### src/rtl/gpio_wake_pkg.sv
package gpio_wake_pkg;
    // Bit positions of the control fields inside wdata_i on a control write.
    localparam int CTL_WAKE_N_BIT = 7;
    localparam int CTL_PU_N_BIT   = 6;
    localparam int CTL_TSEL_BIT   = 5;
    localparam int SYNC_STAGES    = 2;
endpackage

### src/rtl/gpio_sync.sv
module gpio_sync #(
    parameter int W      = 6,
    parameter int STAGES = 2
) (
    input  logic         clk_i,
    input  logic [W-1:0] d_i,
    output logic [W-1:0] q_o
);
    logic [W-1:0] stage_q [STAGES];

    genvar s;
    generate
        for (s = 0; s < STAGES; s++) begin : g_stage
            if (s == 0) begin : g_first
                always_ff @(posedge clk_i) stage_q[s] <= d_i;
            end else begin : g_rest
                always_ff @(posedge clk_i) stage_q[s] <= stage_q[s-1];
            end
        end
    endgenerate

    assign q_o = stage_q[STAGES-1];
endmodule

### src/rtl/gpio_wake_detect.sv
module gpio_wake_detect #(
    parameter int W = 6
) (
    input  logic         clk_i,
    input  logic         rst_ni,
    input  logic         sleep_i,
    input  logic [W-1:0] cur_i,
    input  logic [W-1:0] ref_i,
    input  logic [W-1:0] elig_i,
    output logic         req_o
);
    logic req_d, req_q;

    always_comb begin
        req_d = req_q;
        if (!rst_ni || !sleep_i) begin
            req_d = 1'b0;
        end else if (|((cur_i ^ ref_i) & elig_i)) begin
            req_d = 1'b1;
        end
    end

    always_ff @(posedge clk_i) req_q <= req_d;

    assign req_o = req_q;

    // a request can only start while the core sleeps
    p_req_starts_asleep_r7: assert property (@(posedge clk_i) disable iff (!rst_ni)
        $rose(req_q) |-> $past(sleep_i));
    // a request holds for as long as sleep lasts
    p_req_sticky_r7: assert property (@(posedge clk_i) disable iff (!rst_ni)
        (req_q && sleep_i) |=> req_q);
endmodule

### src/rtl/gpio_wake_port.sv
module gpio_wake_port
    import gpio_wake_pkg::*;
#(
    parameter int              NPINS       = 6,
    parameter int              DATA_W      = 8,
    parameter int              IN_ONLY_IDX = 3,
    parameter int              TCLK_IDX    = 2,
    parameter logic [NPINS-1:0] WAKE_MASK  = 6'b001011
) (
    input  logic              clk_i,
    input  logic              rst_ni,
    input  logic              rst_wake_i,
    input  logic [DATA_W-1:0] wdata_i,
    input  logic              port_wr_i,
    input  logic              port_rd_i,
    input  logic              dir_we_i,
    input  logic              ctl_we_i,
    input  logic              sleep_i,
    input  logic [NPINS-1:0]  pin_i,
    output logic [DATA_W-1:0] rdata_o,
    output logic [NPINS-1:0]  pin_oe_o,
    output logic [NPINS-1:0]  pin_out_o,
    output logic [NPINS-1:0]  pin_pu_o,
    output logic              wake_req_o,
    output logic              wake_flag_o
);
    localparam logic [NPINS-1:0] ALL_IN = '1;

    typedef struct packed {
        logic [NPINS-1:0] dir;
        logic [NPINS-1:0] out;
        logic [NPINS-1:0] snap;
        logic             wake_n;
        logic             pu_n;
        logic             tsel;
        logic             flag;
    } state_t;

    state_t st_d, st_q;
    logic [NPINS-1:0] pin_s;
    logic [NPINS-1:0] wake_elig;

    gpio_sync #(.W(NPINS), .STAGES(SYNC_STAGES)) u_sync (
        .clk_i (clk_i),
        .d_i   (pin_i),
        .q_o   (pin_s)
    );

    always_comb begin
        st_d = st_q;
        if (!rst_ni) begin
            st_d.dir    = ALL_IN;
            st_d.out    = '0;
            st_d.snap   = '0;
            st_d.wake_n = 1'b1;
            st_d.pu_n   = 1'b1;
            st_d.tsel   = 1'b1;
            st_d.flag   = rst_wake_i;
        end else begin
            if (port_wr_i) st_d.out = wdata_i[NPINS-1:0];
            if (dir_we_i)  st_d.dir = wdata_i[NPINS-1:0];
            if (ctl_we_i) begin
                st_d.wake_n = wdata_i[CTL_WAKE_N_BIT];
                st_d.pu_n   = wdata_i[CTL_PU_N_BIT];
                st_d.tsel   = wdata_i[CTL_TSEL_BIT];
            end
            if (port_wr_i || port_rd_i) st_d.snap = pin_s;
        end
    end

    always_ff @(posedge clk_i) st_q <= st_d;

    always_comb begin
        for (int i = 0; i < NPINS; i++) begin
            pin_oe_o[i] = ~st_q.dir[i];
            if (i == IN_ONLY_IDX)           pin_oe_o[i] = 1'b0;
            if (i == TCLK_IDX && st_q.tsel) pin_oe_o[i] = 1'b0;
            pin_pu_o[i] = ~st_q.pu_n & st_q.dir[i];
        end
    end

    assign wake_elig   = WAKE_MASK & st_q.dir & {NPINS{~st_q.wake_n}};
    assign pin_out_o   = st_q.out;
    assign rdata_o     = DATA_W'(pin_s);
    assign wake_flag_o = st_q.flag;

    gpio_wake_detect #(.W(NPINS)) u_wake (
        .clk_i   (clk_i),
        .rst_ni  (rst_ni),
        .sleep_i (sleep_i),
        .cur_i   (pin_s),
        .ref_i   (st_q.snap),
        .elig_i  (wake_elig),
        .req_o   (wake_req_o)
    );

    // writing output direction to the input-only pin never enables it
    p_in_only_r3: assert property (@(posedge clk_i) disable iff (!rst_ni)
        $past(dir_we_i && !wdata_i[IN_ONLY_IDX]) |-> !pin_oe_o[IN_ONLY_IDX]);
    // timer-source selection keeps its pin an input
    p_tclk_input_r4: assert property (@(posedge clk_i) disable iff (!rst_ni)
        $past(ctl_we_i && wdata_i[CTL_TSEL_BIT]) |-> !pin_oe_o[TCLK_IDX]);
    // a pulled-up pin is never driven
    p_pu_not_driven_r6: assert property (@(posedge clk_i) disable iff (!rst_ni)
        (pin_pu_o & pin_oe_o) == '0);
    // the wake flag moves only during reset
    p_flag_stable_r10: assert property (@(posedge clk_i) disable iff (!rst_ni)
        $past(rst_ni) |-> $stable(wake_flag_o));
    // leaving reset, no pin drives
    p_dir_reset_r11: assert property (@(posedge clk_i) disable iff (!rst_ni)
        !$past(rst_ni) |-> pin_oe_o == '0);
endmodule

### config.mk
export PLATFORM = sky130hd
export DESIGN_NAME = gpio_wake_port
export DESIGN_NICKNAME = d
export VERILOG_FILES = /design/src/rtl/gpio_wake_pkg.sv /design/src/rtl/gpio_sync.sv /design/src/rtl/gpio_wake_detect.sv /design/src/rtl/gpio_wake_port.sv
export SDC_FILE = /design/constraint.sdc
export NUM_CORES = 1
export LEC_CHECK = 0
export BUFFER_PORTS_ARGS = -buffer_cell sky130_fd_sc_hd__buf_2
export CORE_MARGIN = 8
export CORE_UTILIZATION = 40
export CTS_CLUSTER_SIZE = 10
export DETAILED_ROUTE_END_ITERATION = 10
export PLACE_DENSITY = 0.77
export SYNTH_ARGS = -nofsm -noshare
export SYNTH_HDL_FRONTEND = slang
export SYNTH_SLANG_ARGS = --single-unit
### constraint.sdc
create_clock -name clk_i -period 1.1 [get_ports clk_i]
set_input_delay 0.11 -clock clk_i [delete_from_list [all_inputs] [get_ports clk_i]]
set_output_delay 0.11 -clock clk_i [all_outputs]
set_load 0.03 [all_outputs]
==> run summary, run 1 <==
The adder-cell share of the synthesized area was 0%. The post-synthesis simple-gate area fraction works out to 10.9%. By area the synthesized netlist is led by sky130_fd_sc_hd__dfxtp_1 54%, sky130_fd_sc_hd__buf_4 9.9%, sky130_fd_sc_hd__mux2i_1 8.8%.

The share of cells above drive strength 1 is 41.8%, and the total length of routed wires is 2.64 mm. The post-synthesis area per instance came out at 10.2 um2. STA classifies the critical path startpoint as a flip-flop. The count of routing violations after the opening detailed-route iteration came out at 15.

VDD sags by at most 1.05 mV. The height of the chip was 69.4 um. For this configuration, the core starts out at a cell density of 41.7%. In the final routed layout, each cell accounts on average for 13.9 um. The final antenna-violating net count is 0, and the layout overhead on the synthesized area is 31.9%. The logs give 1 for the number of endpoints failing setup at the final stage and 0 for the final hold violation count. The number of filler cells placed in the layout came out at 247.

Sequential cells were found to cover 57.0% of the synthesized design area. The tools report the total number of nets in the final design as 179. For this block, the via count after detailed routing is 872. TritonCTS built the clock tree. CTS saw 32 sinks. The H-tree depth reported by CTS was 2. The number of placed instances, taps included, is 173. Count of non-filler cells in the finished layout: 189. The wire length of the first global-routing pass is 3.91 mm, and the DRC violation count after routing is 0. For the detailed-routing iteration count for the pre-antenna-repair pass, the log shows 4. The overflow left after global routing came out at 0. The category of the most critical setup path was flip-flop to output port. The cell area that synthesis handed to floorplanning was 1140 um2.

After synthesis, the largest family of logic cells by area is buffers and inverters. By count the netlist is led by 31 x sky130_fd_sc_hd__dfxtp_1, 15 x sky130_fd_sc_hd__buf_4, 13 x sky130_fd_sc_hd__nand2_1. The synthesized netlist devotes 7.02% of its cell area to compound gates.

The number of buffers added by the clock tree synthesis step was 5. Number of standard-cell rows in the floorplan: 19. The global-route met2 utilization is 18.2%. The initial antenna violation count was 0; the worst slack at placement was 0.242 ns. The final weighted congestion in routability-driven placement came out at 0.753. The min-delay analysis places its worst path in the category input pin to flip-flop.

Counting flops with an async set or reset pin after synthesis yields a share of 0%. The worst path in the final design needs a cycle of 1.12 ns, including I/O delays and setup. The worst path setup slack after routing was -0.0207 ns.

The logs give 0 for the number of antenna repair diodes and 10.1% for the all-layer global routing usage. The maximum number of pins on one net before global-route repair is 12. The tools report the met1 layer usage reported by global route as 9.04%. STA puts the critical path data required time at 0.99 ns.

After legalization and detailed placement, the total HPWL measured 1.91 mm. The final reports fail on negative setup slack. The most used flip-flop cell after synthesis is sky130_fd_sc_hd__dfxtp_1. The tools report the max-cap check violation count as 0. STA classifies the critical path endpoint as an output port. Count of flip-flops with a built-in enable after synthesis: 1.

The synthesized design spends more area on one cell type than any other, namely sky130_fd_sc_hd__dfxtp_1. The CTS clock-pin slew for the worst setup and hold paths is 0.09 ns, and the total design power is 2400 uW. The fraction of synthesized cell area in xor and xnor cells was 2.30%; the area of the core region was 2730 um2. For the via count of the first global-routing pass, the log shows 933. In the routed layout, each cell is associated on average with a via count of 4.61. In this run the most used layer during global routing was met2. The count of input and output buffers is 46.

In this run the horizontal extent of the chip is 69.4 um. The final max-slew violation count is 0, and the power per standard cell area is 1600 nW/um2. sky130_fd_sc_hd__dfxtp_1 is the most common cell in the netlist. In the global route stage, met3 resource usage came out at 3.86%. Yosys printed 0 warnings.

The latest clock arrival within the worst-skew pair was 0.32 ns; the overall die area was 4820 um2. Static timing analysis puts the maximum clock frequency at 892 MHz. The run finished, with violations left. Along the worst path, the maximum fanout reaches 7. The multiplexer area fraction after synthesis came out at 8.77%.

Dividing the final minimum period by the clock period gives 102%. On the final layout, the worst clock skew is 0.00272 ns. STA puts the critical path data arrival time at 1.01 ns. The count of state elements after synthesis was 32; the share of the synthesized area in the top cell type was 54.4%. The total I/O pin count is 50. The tools report the number of buffers on the longest clock path as 2. The number of different library cells used by synthesis comes to 19. Setup repair after global routing could not meet its margin everywhere. Counting every instance in the synthesized netlist gives 112. The root buffer cell was sky130_fd_sc_hd__clkbuf_4. The number of buffers inserted by post-CTS setup repair is 0, and the leakage dissipation is 0.000754 uW.
metrics by stage:
step	setup TNS [ns]	util (%)	area [um2]	hold WS, ns
2_1_floorplan	0	-	1150	0.138
3_3_place_gp	0	47.0	1280	0.213
3_5_place_dp	0	47.0	1280	0.215
4_1_cts	0	53.2	1450	0.00335
5_1_grt	-0.244	55.1	1510	0.00225
6_report	-0.0207	55.1	1510	0.0139
repair_timing:
action | CTS | global route
gates resized for setup | 11 | 19
setup endpoints to repair | 6 | 8
endpoints found under the hold margin | 8 | 0
hold buffers | 8 | 0
report_power, final:
part           total (uW)  internal, uW  leakage, uW  switching (uW)
Sequential           1270          1230     0.000267            37.7
Combinational         391           152     0.000448             239
Clock                 739           376    0.0000386             363
Total                2400          1760     0.000754             640
layout by cell type, fill, tap and decap left out, drive strengths merged:
cell and instances:
o211ai 5, nor2 12, inv 6, a21oi 3, nor2b 2, a31oi 2
buf 46, nand3 2, xor2 3, dfxtp 31, dlygate4sd3 8, conb 3
o21ai 3, edfxtp 1, clkbuf 8, mux2i 10, nand2 13
routing by layer:
layer	share of wire [%]	up-vias
met1	37	399
met2	56	28
li1	-	438
met4	2.1	0
met3	5.2	7
met5	0	-
final cells by class:
type	count	area (um2)	share of cell area, %
well taps	31	38.8	2.58
inverters	6	22.5	1.50
repair buffers	54	352	23.4
flip-flops and latches	32	659	43.8
multi-input cells	58	364	24.2
clock buffers	8	68.8	4.57
cell families after synthesis:
group / after synthesis
xor gates and xnor gates: 3
muxes: 10
DFF: 32
AOI/OAI and AO/OA: 13
other: 1
buffers and inverters: 24
and+or+nand+nor: 29
state kept, by name, indices dropped and copies added (netlist names):
name	flops
wake_flag_o	1
u_sync.stage_q	12
pin_out_o	6
st_q	12
u_wake.req_o	1
worst max-delay path: stages, from the launching register on:
cell	delay, ns
sky130_fd_sc_hd__dfxtp_4	0.39
sky130_fd_sc_hd__nor2_2	0.15
sky130_fd_sc_hd__buf_6	0.15
final timing paths:
path / end / slack (ns) / start / cells after the start
setup / recovery: pin_pu_o[1] / -0.02 / st_q[2]$_SDFFE_PN1P_ / 2
hold reg to reg: u_sync.stage_q[0][10]$_DFF_P_ / 0.33 / u_sync.stage_q[0][4]$_DFF_P_ / 0
setup reg to reg: u_wake.req_o$_SDFFE_PP0P_ / 0.23 / u_sync.stage_q[0][7]$_DFF_P_ / 3
hold / removal: u_wake.req_o$_SDFFE_PP0P_ / 0.01 / sleep_i / 3
No activity file was read; power rests on OpenSTA's default activity.
==> run 2, diff against run 1 <==
CELL_PAD_IN_SITES_DETAIL_PLACEMENT = 1   (was default)
CELL_PAD_IN_SITES_GLOBAL_PLACEMENT = 1   (was default)
CORE_UTILIZATION = 33   (was 40)
PLACE_DENSITY = 0.84   (was 0.77)
==> run 2 against run 1 <==
The run still ends with negative setup slack left. Sequential share of layout area down 1.1 points. First-iteration DRC count up 130%. Maximum frequency up 0.63%. Critical endpoint is now pin_pu_o[3]. Highest routed layer unchanged.
==> run summary, run 2 (synthesis results as in run 1) <==
The highest cell delay on the worst timing path is 0.38 ns (about the same), and the final weighted congestion in routability-driven placement is 0.727 (-3.5%). Maximum number of pins on one net before global-route repair: 12 (unchanged). The number of filler cells placed in the layout was 402 (+63%). The detail-routed via count per cell works out to 4.33 (-6.1%). For the clock sink count, the log shows 32 (unchanged). Count of non-filler cells in the finished layout: 209 (+11%). The critical path goes through nor2b_1, buf_4.

For the total negative setup slack, the log shows -0.0143 ns (+0.00643 ns). The initial antenna violation count came out at 0 (unchanged). Cell family with the largest share of critical-path delay: flip-flops.

Among all stages on the critical path, the largest delay is contributed by sky130_fd_sc_hd__dfxtp_4. The all-layer global routing usage was 11.6% (+1.6 points). The tools report the final antenna-violating net count as 0 (unchanged).

The tools report the cell total after placement as 188 (+8.7%). The run gives 34 (+19) as the count of routing violations after the opening detailed-route iteration. The worst register-to-register path begins at u_sync.stage_q[0][7]$_DFF_P_. The via count of the first global-routing pass was 983 (+5.4%).

The starting utilization of the core area was 34.2% (-7.5 points). Setup repair after global routing could not meet its margin everywhere. The power per standard cell area was 1640 nW/um2 (+2.6%). The count of input and output buffers was 46 (unchanged). The sequential cell area was 659 um2 (unchanged). The run gives 50 (unchanged) as the total I/O pin count. Worst vdd rail ir drop: 0.725 mV (-31%).

Overall die area: 5600 um2 (+16%). The total number of nets in the final design was 184 (+2.8%); the number of buffers on the longest clock path was 2 (unchanged). The CTS clock-pin slew for the worst setup and hold paths was 0.09 ns (about the same).

The top cell types in the final layout, fill and taps aside, are 38 x sky130_fd_sc_hd__buf_2, 26 x sky130_fd_sc_hd__dfxtp_1, 13 x sky130_fd_sc_hd__nand2_1. The worst setup path is launched from a flip-flop. The critical path startpoint is st_q[2]$_SDFFE_PN1P_.

The height of the chip is 74.8 um (+7.8%). The tools report the detailed-routing iteration count for the pre-antenna-repair pass as 4 (unchanged). Via count: 905 (+3.8%). For the data arrival at the endpoint of the critical path, the log shows 1.00 ns (about the same). The most common cell after layout, fill and taps aside was sky130_fd_sc_hd__buf_2.

The maximum operating frequency is 898 MHz (+0.63%), and the maximum fanout count along the critical path is 7 (unchanged). For the DRC violation count after routing, the log shows 0 (unchanged). The multi-input combinational cell area was 352 um2 (-3.4%); the standard cell area after detailed placement was 1300 um2 (+1.5%). The design area was 1540 um2 (+2.6%). The critical path required time was 0.99 ns (about the same); the buffer and inverter count on the worst path was 1 (unchanged). The latest clock arrival within the worst-skew pair is 0.32 ns (about the same). The tools report the capturing element of the worst setup path as pin_pu_o[3].

The run gives 2530 uW (+5.3%) as the total design power. The setup slack on the worst flop-to-flop path is 0.19 ns (-0.04 ns). Compared with the post-synthesis result, the final layout area differs by 35.3%. The critical path in this run is classified as flip-flop to output port.

The final clock period utilization by the worst path was 101% (-0.63 points). STA classifies the critical path endpoint as an output port. The worst path setup slack after routing is -0.0137 ns (+0.00698 ns).

The tools report the number of antenna repair diodes as 0 (unchanged). The number of endpoints failing setup at the final stage was 2 (+1); the number of standard-cell rows in the floorplan was 21 (+2). The final hold violation count was 0 (unchanged). The max-cap check violation count was 0 (unchanged); the area of the core region was 3340 um2 (+22%). The checks that failed: negative setup slack. For the H-tree depth reported by CTS, the log shows 2 (unchanged). Depth of the most critical reg-to-reg path: 3 (unchanged). Final setup skew: 0.00215 ns (-0.000574 ns). TritonCTS built the clock tree. X dimension of the die: 74.8 um (+7.8%). The root buffer cell was sky130_fd_sc_hd__clkbuf_4.

The overflow left after global routing is 0 (unchanged), and the routed wire length per instance is 14.6 um (+4.9%). The shortest clock period the worst path allows after layout was 1.11 ns (-0.00698 ns); the number of buffers added by the clock tree synthesis step was 5 (unchanged). The number of stages on the worst setup path is 2 (unchanged).

The share of cells above drive strength 1 is 41.7% (-0.054 points), and the total length of routed wires is 3.06 mm (+16%). The wire length of the first global-routing pass was 4.77 mm (+22%). The tools report the leakage dissipation as 0.000760 uW (+0.72%). The run gives 0.231 ns (-0.0112 ns) as the worst slack at placement. The flow ran to the end, but the final reports show violations. Final max-slew violation count: 0 (unchanged). The classification of the worst-slack hold path was input pin to flip-flop. The post-DP HPWL came out at 2.27 mm (+19%). Capturing point of the worst reg2reg path: u_wake.req_o$_SDFFE_PP0P_.
run 2: worst min-delay path by stage:
stage,cells after the start,to,start
CTS,3,st_q[16]$_SDFFE_PN1P_,wdata_i[0]
global route,3,st_q[16]$_SDFFE_PN1P_,wdata_i[0]
detailed placement,1,u_sync.stage_q[0][3]$_DFF_P_,pin_i[3]
floorplan,0,u_sync.stage_q[0][0]$_DFF_P_,pin_i[0]
global placement,1,u_sync.stage_q[0][5]$_DFF_P_,pin_i[5]
finish,3,st_q[16]$_SDFFE_PN1P_,wdata_i[0]
run 2: tightest hold or removal path: cells and delay by family:
family | cells | cell delay [ns]
AO/OA/AOI/OAI | 1 | 0.06
buffers and inverters | 1 | 0.09
AND/OR/NAND/NOR | 1 | 0.05
run 2: where the power goes:
group	leakage (uW)	internal, uW	total, uW	switching (uW)
registers	0.000267	1240	1270	38.2
logic	0.000450	153	398	245
clock network	0.0000422	476	856	380
total	0.000760	1860	2530	663
run 2: final cells by class:
cell class | instances | area share, %
clock buffers | 6 | 2.67
clock inverters | 2 | 2.27
inverters | 6 | 1.46
multi-input cells | 58 | 22.8
flip-flops and latches | 32 | 42.7
well taps | 46 | 3.73
repair buffers | 59 | 24.4
run 2: layer usage:
layer | track usage (%) | vias up | routed length [um]
met1 | 11.6 | 424 | 1160
met2 | 20.6 | 33 | 1580
met4 | 6.52 | 0 | 61
met3 | 3.86 | 5 | 252
met5 | 0 | - | 0
li1 | - | 443 | -
run 2: stage by stage:
step / util (%) / hold WS, ns
after floorplan: - / 0.138
after global placement: 39.0 / 0.212
after detailed placement: 39.0 / 0.215
after CTS: 45.9 / 0.0230
after global routing: 46.3 / 0.0256
final: 46.3 / 0.0335
run 2: timing repair:
item,4_1_cts,5_1_grt
endpoints found under the setup margin,8,7
resized for setup,16,4
buffers inserted,3,0
endpoints found under the hold margin,10,0
pin swaps,2,0
hold buffers,10,0
==> run 3, diff against run 2 <==
BUFFER_PORTS_ARGS = default   (was -buffer_cell sky130_fd_sc_hd__buf_2)
CORE_UTILIZATION = 40   (was 33)
DONT_BUFFER_PORTS = 1   (was default)
PLACE_DENSITY = 0.77   (was 0.84)
RECOVER_POWER = 50   (was default)
==> run 3 against run 2 <==
The run still ends with negative setup slack left. Routed wire length down 0.98%. Clock skew is 0.0030 ns higher. Sequential share of layout area is 0.069 points higher. Via count shrank 3.5%.
==> run summary, run 3 (synthesis results as in run 1) <==
The run gives 0.636 (-12%) as the final weighted congestion in routability-driven placement. The utilization of the core after routing was 56.4% (+10 points). For the number of buffers added by the clock tree synthesis step, the log shows 5 (unchanged). The final antenna-violating net count is 0 (unchanged), and the worst path setup slack after routing is -0.0746 ns (-0.0609 ns). The x dimension of the die works out to 69.4 um (-7.2%). The final setup skew is 0.00517 ns (+0.00301 ns), and the overflow left after global routing is 0 (unchanged).

For the pin with the worst max-slew slack, the measured transition is 0.613 ns. Leaving out fill and tap cells, the most frequent cell in the layout is sky130_fd_sc_hd__dfxtp_1. The power per standard cell area was 1560 nW/um2 (-5.0%); the net switching fraction of the power was 28.4% (+2.2 points). The critical path required time is 1.32 ns (+0.33 ns).

TritonCTS built the clock tree. For the setup slack on the worst flop-to-flop path, the log shows 0.23 ns (+0.04 ns). The root buffer cell was sky130_fd_sc_hd__clkbuf_4. The via count is 873 (-3.5%), and the net switching power of the design is 682 uW (+2.7%).

The area of the core region was 2730 um2 (-18%). By startpoint and endpoint, the worst setup path is classified as input pin to flip-flop. The worst slack at placement was 0.237 ns (+0.00640 ns).

Worst vdd rail ir drop: 1.29 mV (+78%). The total I/O pin count was 50 (unchanged); the number of endpoints failing setup at the final stage was 10 (+8). The number of buffers on the longest clock path is 2 (unchanged), and the portion of total power attributed to combinational logic is 16.3% (+0.5 points).

The run gives 29.8% (-4.1 points) as the portion of total power attributed to the clock network. The maximum number of pins on one net before global-route repair was 12 (unchanged); the all-layer global routing usage was 12.9% (+1.3 points). The run gives 32 (unchanged) as the clock sink count.

The routed wire length per instance is 16.6 um (+14%), and the detailed-routing iteration count for the pre-antenna-repair pass is 4 (unchanged). The final max-slew violation count was 0 (unchanged); the layout overhead on the synthesized area was 35.1%. The maximum fanout count along the critical path was 10 (+3); the count of routing violations after the opening detailed-route iteration was 25 (-26%). The CTS clock-pin slew for the worst setup and hold paths was 0.10 ns (about the same); the share of cells above drive strength 1 was 28.5% (-13 points). The final clock period utilization by the worst path came out at 107% (+5.5 points).

Setup repair after global routing could not meet its margin everywhere. The logs give 0.33 ns (about the same) for the latest clock arrival within the worst-skew pair and 0 (unchanged) for the initial antenna violation count. The via count of the first global-routing pass was 971 (-1.2%); the total length of routed wires was 3.03 mm (-0.98%).

The worst pin sits at a relative slew slack of 59.0%. The top cell types in the final layout, fill and taps aside, are 26 x sky130_fd_sc_hd__dfxtp_1, 25 x sky130_fd_sc_hd__buf_4, 21 x sky130_fd_sc_hd__dlygate4sd3_1. The checks that failed: negative setup slack. The total design power is 2400 uW (-5.1%).

The logs give 2 (unchanged) for the H-tree depth reported by CTS and 1.96 mm (-14%) for the post-DP HPWL. The worst setup path is launched from an input pin. The total number of nets in the final design is 172 (-6.5%). The flow ran to the end, but the final reports show violations. The number of standard-cell rows in the floorplan is 19 (-9.5%). The overall die area was 4820 um2 (-14%); the starting utilization of the core area was 41.7% (+7.5 points).

Height of the chip: 69.4 um (-7.2%). The detail-routed via count per cell is 4.80 (+11%). The shortest clock period the worst path allows after layout is 1.17 ns (+0.0609 ns), and the data arrival at the endpoint of the critical path is 1.39 ns (+0.39 ns). The depth of the most critical reg-to-reg path works out to 3 (unchanged). For the design internal power, the log shows 1720 uW (-7.9%).

Worst hold slack: 0.320 ns (+0.286 ns). The classification of the worst-slack hold path was input pin to flip-flop. The logs give 0.000712 uW (-6.3%) for the leakage dissipation and 53.9% (+3.5 points) for the sequential share of power. The final hold violation count came out at 0 (unchanged). The number of antenna repair diodes was 0 (unchanged); the DRC violation count after routing was 0 (unchanged). The tools report the maximum operating frequency as 851 MHz (-5.2%). The element type at the critical path end is a flip-flop.

For the max-cap check violation count, the log shows 0 (unchanged). The count of input and output buffers was 0 (-100%); the worst hold path stage count was 1 (-2). Wire length of the first global-routing pass: 4.91 mm (+2.9%).
-- run 3: cell count changes in the layout (fill, tap and decap cells not counted) --
cell,delta
sky130_fd_sc_hd__buf_2,-38
sky130_fd_sc_hd__buf_4,+16
sky130_fd_sc_hd__bufinv_16,-1
sky130_fd_sc_hd__clkbuf_4,-1
sky130_fd_sc_hd__clkbuf_8,+1
sky130_fd_sc_hd__clkinv_2,-1
sky130_fd_sc_hd__clkinvlp_4,+1
sky130_fd_sc_hd__dlygate4sd3_1,+11
sky130_fd_sc_hd__inv_1,+1
sky130_fd_sc_hd__inv_2,-1
sky130_fd_sc_hd__nor2_1,+1
sky130_fd_sc_hd__nor2_2,-1
-- run 3: worst max-delay path, cell delays in order --
cell	delay [ns]
sky130_fd_sc_hd__dlygate4sd3_1	0.93
sky130_fd_sc_hd__mux2i_1	0.28
sky130_fd_sc_hd__nor2_1	0.07
-- run 3: worst paths after layout --
check | startpoint | endpoint
hold / removal | pin_i[1] | u_sync.stage_q[0][1]$_DFF_P_
hold reg to reg | u_sync.stage_q[0][2]$_DFF_P_ | u_sync.stage_q[0][8]$_DFF_P_
setup / recovery | port_wr_i | pin_out_o[5]$_SDFFE_PN0P_
setup reg to reg | st_q[4]$_SDFFE_PN0P_ | u_wake.req_o$_SDFFE_PP0P_
-- run 3: routing by layer --
layer	global-route usage [%]	part of all wire, %	wire length (um)	up-vias
li1	-	-	-	424
met1	11.8	38	1160	414
met2	23.3	54	1630	31
met3	6.15	6.3	191	4
met4	6.15	1.4	41	0
met5	0	0	0	-
-- run 3: final cells by class --
cell class                      count  area, um2
Clock buffer                        7       55.1
Clock inverter                      1       7.51
Fill cell                         306       1190
Inverter                            6       22.5
Multi-Input combinational cell     58        349
Sequential cell                    32        659
Tap cell                           31       38.8
Timing Repair Buffer               47        409
-- run 3: timing repair --
item                                    CTS  global route
buffers inserted                          4             1
endpoints found under the setup margin    6             7
hold endpoints to repair                 26             9
pin swaps                                 1             0
hold buffers                             20             1
gates resized for setup                   7             3
-- run 3: power groups by stage --
stage          clock, uW  combinational, uW  sequential [uW]
3_5_place_dp           0                277             1320
4_1_cts              738                369             1290
3_3_place_gp           0                271             1310
6_report             715                390             1290
5_1_grt              793                416             1300
2_1_floorplan          0                261             1300
-- run 3: through the flow --
stage,instance area [um2],TNS [ns],instances
finish,1540,-0.198,182
global route,1540,-0.679,182
CTS,1510,-0.0341,180
detailed placement,1210,0,148
global placement,1210,0,148
floorplan,1150,0,114
